[config.mk]
export PLATFORM = sky130hd
export DESIGN_NAME = smii_rx_decoder
export DESIGN_NICKNAME = d
export VERILOG_FILES = /design/src/rtl/smii_rx_pkg.sv /design/src/rtl/smii_rx_timing.sv /design/src/rtl/smii_rx_capture.sv /design/src/rtl/smii_rx_decode.sv /design/src/rtl/smii_rx_decoder.sv
export SDC_FILE = /design/constraint.sdc
export NUM_CORES = 1
export LEC_CHECK = 0
export ABC_AREA = 0
export CORE_AREA = 4 4 61 63
export DETAILED_ROUTE_END_ITERATION = 8
export DIE_AREA = 0 0 65 67
export DONT_BUFFER_PORTS = 1
export PLACE_DENSITY = 0.65
export RECOVER_POWER = 100
export SYNTH_ARGS = -nofsm -noshare
export SYNTH_HDL_FRONTEND = slang
export SYNTH_SLANG_ARGS = --single-unit
[constraint.sdc]
create_clock -name clk -period 1.87 [get_ports clk]
set_input_delay 0.374 -clock clk [delete_from_list [all_inputs] [get_ports clk]]
set_output_delay 0.374 -clock clk [all_outputs]
set_load 0.02 [all_outputs]
[src/rtl/smii_rx_pkg.sv]
`timescale 1ns/1ps
package smii_rx_pkg;
  // Segment bit positions (index 0 = segment bit 1), fixed by the line format
  localparam int IDX_CRS = 0;
  localparam int IDX_DV  = 1;
  localparam int IDX_D0  = 2;
  localparam int IDX_ERR = 2;
  localparam int IDX_SPD = 3;
  localparam int IDX_DUP = 4;
  localparam int IDX_LNK = 5;
  localparam int IDX_JAB = 6;

  typedef struct packed {
    logic jabber;
    logic link;
    logic duplex;
    logic speed;
    logic err;
  } phy_stat_t;
endpackage

[src/rtl/smii_rx_timing.sv]
`timescale 1ns/1ps
module smii_rx_timing #(
  parameter int SEG_LEN = 10,
  parameter int REPEAT  = 10
) (
  input  logic clk,
  input  logic rst_n,
  input  logic mode_100,
  output logic [$clog2(SEG_LEN)-1:0] pos,
  output logic sync,
  output logic seg_last,
  output logic accept
);
  localparam int PW = $clog2(SEG_LEN);
  localparam int RW = (REPEAT > 1) ? $clog2(REPEAT) : 1;

  logic [RW-1:0] rep;

  assign sync     = (pos == '0);
  assign seg_last = (pos == PW'(SEG_LEN - 1));
  assign accept   = seg_last && (mode_100 || rep == '0);

  always_ff @(posedge clk) begin
    if (!rst_n) begin
      pos <= '0;
      rep <= '0;
    end else begin
      pos <= seg_last ? '0 : pos + 1'b1;
      if (mode_100)
        rep <= '0;
      else if (seg_last)
        rep <= (rep == RW'(REPEAT - 1)) ? '0 : rep + 1'b1;
    end
  end
endmodule

[src/rtl/smii_rx_capture.sv]
`timescale 1ns/1ps
module smii_rx_capture #(
  parameter int SEG_LEN = 10
) (
  input  logic clk,
  input  logic rst_n,
  input  logic [$clog2(SEG_LEN)-1:0] pos,
  input  logic bit_in,
  output logic [SEG_LEN-1:0] seg_word
);
  localparam int PW = $clog2(SEG_LEN);

  logic [SEG_LEN-2:0] held;

  // each earlier bit parks in its own slot; the last bit is used live
  always_ff @(posedge clk) begin
    if (!rst_n) begin
      held <= '0;
    end else begin
      for (int k = 0; k < SEG_LEN - 1; k++)
        if (pos == PW'(k)) held[k] <= bit_in;
    end
  end

  assign seg_word = {bit_in, held};
endmodule

[src/rtl/smii_rx_decode.sv]
`timescale 1ns/1ps
module smii_rx_decode
  import smii_rx_pkg::*;
#(
  parameter int DATA_W = 8
) (
  input  logic clk,
  input  logic rst_n,
  input  logic accept,
  input  logic [DATA_W+1:0] seg_word,
  output logic byte_valid,
  output logic [DATA_W-1:0] byte_data,
  output logic rx_crs,
  output logic rx_dv,
  output logic frame_end,
  output phy_stat_t stat
);
  always_ff @(posedge clk) begin
    if (!rst_n) begin
      byte_valid <= 1'b0;
      byte_data  <= '0;
      rx_crs     <= 1'b0;
      rx_dv      <= 1'b0;
      frame_end  <= 1'b0;
      stat       <= '0;
    end else begin
      byte_valid <= 1'b0;
      frame_end  <= 1'b0;
      if (accept) begin
        rx_crs <= seg_word[IDX_CRS];
        rx_dv  <= seg_word[IDX_DV];
        if (seg_word[IDX_DV]) begin
          byte_data  <= seg_word[IDX_D0 +: DATA_W];
          byte_valid <= 1'b1;
        end else begin
          stat.err    <= seg_word[IDX_ERR];
          stat.speed  <= seg_word[IDX_SPD];
          stat.duplex <= seg_word[IDX_DUP];
          stat.link   <= seg_word[IDX_LNK];
          stat.jabber <= seg_word[IDX_JAB];
          frame_end   <= rx_dv;   // previous accepted segment was data
        end
      end
    end
  end
endmodule

[src/rtl/smii_rx_decoder.sv]
`timescale 1ns/1ps
module smii_rx_decoder
  import smii_rx_pkg::*;
#(
  parameter int DATA_W = 8,
  parameter int REPEAT = 10
) (
  input  logic clk,
  input  logic rst_n,
  input  logic mode_100,
  input  logic rx_serial,
  output logic sync_out,
  output logic byte_valid,
  output logic [DATA_W-1:0] byte_data,
  output logic rx_crs,
  output logic rx_dv,
  output logic rx_err,
  output logic frame_end,
  output logic link_up,
  output logic speed_100,
  output logic full_duplex,
  output logic jabber
);
  localparam int SEG_LEN = DATA_W + 2;
  localparam int PW      = $clog2(SEG_LEN);

  logic [PW-1:0]      pos;
  logic               seg_last;
  logic               accept;
  logic [SEG_LEN-1:0] seg_word;
  phy_stat_t          stat;

  smii_rx_timing #(.SEG_LEN(SEG_LEN), .REPEAT(REPEAT)) u_timing (
    .clk(clk), .rst_n(rst_n), .mode_100(mode_100),
    .pos(pos), .sync(sync_out), .seg_last(seg_last), .accept(accept)
  );

  smii_rx_capture #(.SEG_LEN(SEG_LEN)) u_capture (
    .clk(clk), .rst_n(rst_n), .pos(pos), .bit_in(rx_serial), .seg_word(seg_word)
  );

  smii_rx_decode #(.DATA_W(DATA_W)) u_decode (
    .clk(clk), .rst_n(rst_n), .accept(accept), .seg_word(seg_word),
    .byte_valid(byte_valid), .byte_data(byte_data), .rx_crs(rx_crs),
    .rx_dv(rx_dv), .frame_end(frame_end), .stat(stat)
  );

  assign rx_err      = stat.err;
  assign link_up     = stat.link;
  assign speed_100   = stat.speed;
  assign full_duplex = stat.duplex;
  assign jabber      = stat.jabber;
endmodule

==> results of run 1 <==
[final timing paths]
| path | end | slack, ps | cells after the start |
|---|---|---|---|
| worst max register to register | u_timing.rep[3] | 140 | 3 |
| worst min-delay path | u_timing.pos[0] | 170 | 2 |
| worst max-delay path | sync_out | 130 | 4 |
| worst min register to register | u_timing.pos[0] | 460 | 1 |
[worst max-delay path, stage by stage, from the launching register on]
cell	delay (ps)
dfxtp_1	400
inv_1	80
ha_1	220
nor3b_2	170
buf_4	180
[placed cells by master, fill, tap and decap left out, types with 2 or more instances in the layout]
| cell type | instances |
|---|---|
| dfxtp_1 | 33 |
| mux2i_1 | 23 |
| clkbuf_1 | 3 |
| ha_1 | 4 |
| a21oi_1 | 5 |
| o21ai_0 | 2 |
| nor3b_1 | 3 |
| nand2_1 | 27 |
| and4b_1 | 2 |
| nand3b_1 | 6 |
| a21boi_0 | 2 |
| nor2_1 | 13 |
| clkbuf_4 | 5 |
| buf_4 | 3 |
| inv_1 | 6 |
[state kept, by name (all words and copies together) (netlist names)]
signal / flops
u_decode.byte_data: 8
u_capture.held: 9
u_timing.rep: 4
u_decode.byte_valid: 1
u_decode.rx_crs: 1
u_timing.pos: 4
u_decode.frame_end: 1
u_decode.rx_dv: 1
u_decode.stat: 5
[power by group]
group	switching (uW)	leakage, uW	internal [uW]
Combinational	41.1	0.000325	34.7
Sequential	11.1	0.000275	736
Clock	224	0.0000254	142
Total	276	0.000625	913
[synthesized netlist by cell type (2+ instances only)]
| cell type | n |
|---|---|
| and4b_1 | 2 |
| nor3b_1 | 4 |
| o21ai_0 | 2 |
| nand2_1 | 27 |
| a21boi_0 | 2 |
| clkbuf_1 | 7 |
| nand3b_1 | 6 |
| mux2i_1 | 23 |
| inv_1 | 6 |
| nor2_1 | 13 |
| a21oi_1 | 5 |
| dfxtp_1 | 34 |
| ha_1 | 4 |
[routing by layer]
layer	vias to the layer above	routed length [um]	part of all wire, %	track usage, %
li1	520	-	-	-
met1	463	1260	46	15.2
met2	25	1270	47	23.2
met3	3	187	6.8	5.23
met4	0	18	0.66	5.54
met5	-	0	0	0
[final cells by class]
class	count	area (sq um)
Fill cell	314	1690
Clock buffer	7	45.0
Tap cell	46	57.6
Inverter	6	22.5
Sequential cell	34	682
Multi-Input combinational cell	104	709
Timing Repair Buffer	4	26.3
[metrics by stage]
stage	cell area, sq um	worst slack, ps	hold slack (ps)	utilization, %	instances
2_1_floorplan	1450	235	437	-	153
3_3_place_gp	1500	266	454	46.4	194
3_5_place_dp	1500	154	459	46.4	194
4_1_cts	1540	63.3	170	47.8	201
5_1_grt	1540	22.2	171	47.7	201
6_report	1540	127	175	47.7	201
[cell families after synthesis]
logic type,count (synthesis)
AO/OA/AOI/OAI,14
buffers and inverters,15
AND/OR/NAND/NOR,61
adder cells (fa/ha/maj),4
XOR/XNOR,2
flip-flops,34
multiplexers,23
==> impl_metrics.env, run 1 <==
export IMPL_outcome="finished clean"
export IMPL_diodes=0
export IMPL_syn_inst=153
export IMPL_io_pins=22
export IMPL_drv_slew=0
export IMPL_tightest_slew_ps=444
export IMPL_wl_per_cell_um=13.6
export IMPL_die_x_um=65
export IMPL_finalPower_uw=1190
export IMPL_critical_path_class="flop to primary output"
export IMPL_hold_viol=0
export IMPL_core_area_sq_um=3230
export IMPL_rsz0062_at_grt="no"
export IMPL_clk_pin_slew_worst_paths_ps=100
export IMPL_antenna_found_initial=0
export IMPL_crit_fanout=5
export IMPL_cts_max_path_buffers=2
export IMPL_fin_skew_ps=8.85
export IMPL_routed_wirelength_um=2730
export IMPL_num_vias=1011
export IMPL_synthFlopType="dfxtp_1"
export IMPL_synthArstFlopShare_pct=0
export IMPL_timing_rr_start="u_timing.pos[3]"
export IMPL_syn_avg_cell_area_sq_um=9.50
export IMPL_relSlewSlack_pct=70.4
export IMPL_gp_congestion=0.789
export IMPL_drtIter0Drc=42
export IMPL_worstSetupStartpoint="u_timing.pos[1]"
export IMPL_nets=163
export IMPL_viasPerCell=5.03
export IMPL_hold_class="input pin to flop"
export IMPL_fin_crit_sh_pct=93.2
export IMPL_tns_ps=0
export IMPL_drive_gt1_share_pct=9.03
export IMPL_hpwl_um=1900
export IMPL_synth_nets=161
export IMPL_setup_viol=0
export IMPL_drc=0
export IMPL_cts_tree="built"
export IMPL_synthAdderAreaFrac_pct=3.44
export IMPL_yosysUniqueCellTypes=31
export IMPL_root_buffer="clkbuf_4"
export IMPL_cts_repair_resized=0
export IMPL_postCtsSetupRepairBufs=0
export IMPL_die_y_um=67
export IMPL_synth_compound_area_share_pct=6.37
export IMPL_die_area_sq_um=4360
export IMPL_muxShareOfSynthArea_pct=15.8
export IMPL_synth_top_family_by_area="simple AND/OR/NAND/NOR gates"
export IMPL_pwr_density_cell_nw_per_um2=771
export IMPL_cts_htree_levels=2
export IMPL_firstDrtPassIters=4
export IMPL_grt_pass1_vias=1039
export IMPL_synth_top_area_share_pct=46.8
export IMPL_synthesis_area_sq_um=1450
export IMPL_initial_utilization_pct=45.0
export IMPL_grtUsageTotal_pct=13.6
export IMPL_worstSkewPairLatency_ps=320
export IMPL_synth_xor_area_share_pct=1.20
export IMPL_startpoint_type="flop"
export IMPL_ys_top_cells_by_area="dfxtp_1 47%, mux2i_1 16%, nand2_1 7.0%, ha_1 3.4%, nor2_1 3.4%"
export IMPL_ys_ff_latch=34
export IMPL_cts_inserted_buffers=5
export IMPL_clkSinkCount=34
export IMPL_ant_nets=0
export IMPL_cp_end_kind="primary output"
export IMPL_grt_start_max_net_pins=30
export IMPL_synthSimpleGateAreaFrac_pct=21.9
export IMPL_grt_pass1_wl_um=4510
export IMPL_peakVddDrop_mv=0.423
export IMPL_cp_arrival_ps=1370
export IMPL_ys_warn_count=0
export IMPL_finalCriticalPeriod_ps=1740
export IMPL_numPortBuffers=0
export IMPL_synth_seq_area_share_pct=46.8
export IMPL_rows=21
export IMPL_cap_violations=0
export IMPL_required_ps=1500
export IMPL_synth_edf_count=0
export IMPL_hold_start="rst_n"
export IMPL_max_freq_mhz=574
export IMPL_grt_overflow=0
export IMPL_hold_buffers=0
export IMPL_area_delta_synth_final_pct=6.11
export IMPL_yosysTopAreaCell="dfxtp_1"
export IMPL_leakagePower_uw=0.000625
Power figures use the tool's default switching activity.
==> run 2, diff against run 1 <==
==> constraint.sdc (replaced) <==
create_clock -name clk -period 1.87 [get_ports clk]
set_input_delay 0.374 -clock clk [delete_from_list [all_inputs] [get_ports clk]]
set_output_delay 0.374 -clock clk [all_outputs]
set_load 0.01 [all_outputs]
==> impl_metrics.env, run 2 (synthesis gave the netlist of run 1 again) <==
export IMPL_p_clk_share_pct=30.9
export IMPL_pre_cts_slack_ps=154
export IMPL_leakagePower_uw=0.000625
export IMPL_setup_viol=0
export IMPL_hpwl_um=1900
export IMPL_root_buffer="clkbuf_4"
export IMPL_tns_ps=0
export IMPL_gp_congestion=0.789
export IMPL_cap_violations=0
export IMPL_nets=163
export IMPL_hold_start="rst_n"
export IMPL_antenna_found_initial=0
export IMPL_tightest_slew_ps=444
export IMPL_postCtsSetupRepairBufs=0
export IMPL_critical_path_class="flop to flop"
export IMPL_crit_fanout=15
export IMPL_finalCriticalPeriod_ps=1730
export IMPL_relSlewSlack_pct=70.4
export IMPL_grtUsageTotal_pct=13.6
export IMPL_pwr_density_cell_nw_per_um2=769
export IMPL_fin_crit_sh_pct=92.5
export IMPL_drtIter0Drc=42
export IMPL_rows=21
export IMPL_final_cell_mix="33 x dfxtp_1, 27 x nand2_1, 23 x mux2i_1"
export IMPL_p_int_uw=911
export IMPL_comb_power_share_pct=6.0
export IMPL_cp_arrival_ps=1980
export IMPL_holdPathEnd="u_timing.pos[0]"
export IMPL_largest_register_ffs=9
export IMPL_timing_rr_start="u_timing.pos[3]"
export IMPL_fin_skew_ps=8.85
export IMPL_num_vias=1011
export IMPL_grt_overflow=0
export IMPL_initial_utilization_pct=45.0
export IMPL_die_x_um=65
export IMPL_numPortBuffers=0
export IMPL_outcome="finished clean"
export IMPL_rsz0062_at_grt="no"
export IMPL_ant_nets=0
export IMPL_hold_depth=2
export IMPL_wl_per_cell_um=13.6
export IMPL_numPlacedInstances=194
export IMPL_post_route_util_pct=47.7
export IMPL_drc=0
export IMPL_largest_register="u_capture.held"
export IMPL_hold_buffers=0
export IMPL_grt_start_max_net_pins=30
export IMPL_drive_gt1_share_pct=9.03
export IMPL_reg_top3="u_capture.held (9), u_decode.byte_data (8), u_decode.stat (5)"
export IMPL_routed_wirelength_um=2730
export IMPL_cp_end_kind="flop"
export IMPL_grt_pass1_wl_um=4510
export IMPL_reg2reg_slack_ps=140
export IMPL_die_area_sq_um=4360
export IMPL_startpoint_type="flop"
export IMPL_mostFrequentLayoutCell="dfxtp_1"
export IMPL_cts_htree_levels=2
export IMPL_diodes=0
export IMPL_cts_max_path_buffers=2
export IMPL_grt_pass1_vias=1039
export IMPL_hold_class="input pin to flop"
export IMPL_pwr_share_seq_pct=63.1
export IMPL_worstRegToRegCells=3
export IMPL_io_pins=22
export IMPL_cpPeakStageDelay_ps=610
export IMPL_clk_pin_slew_worst_paths_ps=100
export IMPL_cts_repair_resized=0
export IMPL_clkSinkCount=34
export IMPL_crit_chain="nand4b_1, or4_2, a21oi_1"
export IMPL_area_delta_synth_final_pct=5.94
export IMPL_firstDrtPassIters=4
export IMPL_cts_inserted_buffers=5
export IMPL_regToRegEndpoint="u_timing.rep[3]"
export IMPL_cp_top_family="simple AND/OR/NAND/NOR gates"
export IMPL_stdcell_count=201
export IMPL_hold_viol=0
export IMPL_max_freq_mhz=578
export IMPL_worstSkewPairLatency_ps=320
export IMPL_cp_slowest_cell="dfxtp_1"
export IMPL_core_area_sq_um=3230
export IMPL_required_ps=2120
export IMPL_drv_slew=0
export IMPL_setup_ws_ps=140
export IMPL_switching_share_pct=23.1
export IMPL_crit_buf_inv=0
export IMPL_viasPerCell=5.03
export IMPL_p_switching_uw=274
export IMPL_die_y_um=67
export IMPL_peakVddDrop_mv=0.423
export IMPL_cts_tree="built"
run 2: changes by cell type in the layout (fill, tap and decap cells not counted), sizes merged:
cell,delta
clkbuf,+1
buf,-1
run 2: final cells by class:
class | instances | area (sq um)
Fill cell | 315 | 1690
Sequential cell | 34 | 682
Inverter | 6 | 22.5
Clock buffer | 7 | 45.0
Timing Repair Buffer | 4 | 23.8
Tap cell | 46 | 57.6
Multi-Input combinational cell | 104 | 709
run 2: how the worst max path moves through the flow:
stage,startpoint,endpoint,slack (ps),depth (start not counted)
3_5_place_dp,u_timing.pos[0],u_timing.rep[3],150,4
2_1_floorplan,u_timing.pos[0],u_timing.rep[3],350,4
4_1_cts,u_timing.pos[0],sync_out,70,4
3_3_place_gp,u_timing.pos[0],u_timing.rep[3],270,4
5_1_grt,u_timing.pos[3],u_timing.rep[3],20,3
6_report,u_timing.pos[3],u_timing.rep[3],140,3
run 2: metal layers:
layer	share of wire, %	GRT usage [%]
met3	6.8	5.23
met4	0.66	5.54
met1	46	15.2
met5	0	0
met2	46	23.2
run 2: metrics by stage:
step                instance area, sq um  hold slack [ps]  total power (uW)
floorplan                           1450              437               825
global placement                    1500              454               834
detailed placement                  1500              459               836
CTS                                 1540              170              1200
global route                        1540              171              1240
finish                              1540              175              1180
run 2: power groups by stage:
| stage | clock network, uW | logic [uW] | registers, uW |
|---|---|---|---|
| finish | 366 | 71.2 | 747 |
| global route | 404 | 80.6 | 750 |
| CTS | 380 | 72.5 | 747 |
| detailed placement | 0 | 71.9 | 764 |
| global placement | 0 | 70.9 | 763 |
| floorplan | 0 | 64.7 | 761 |
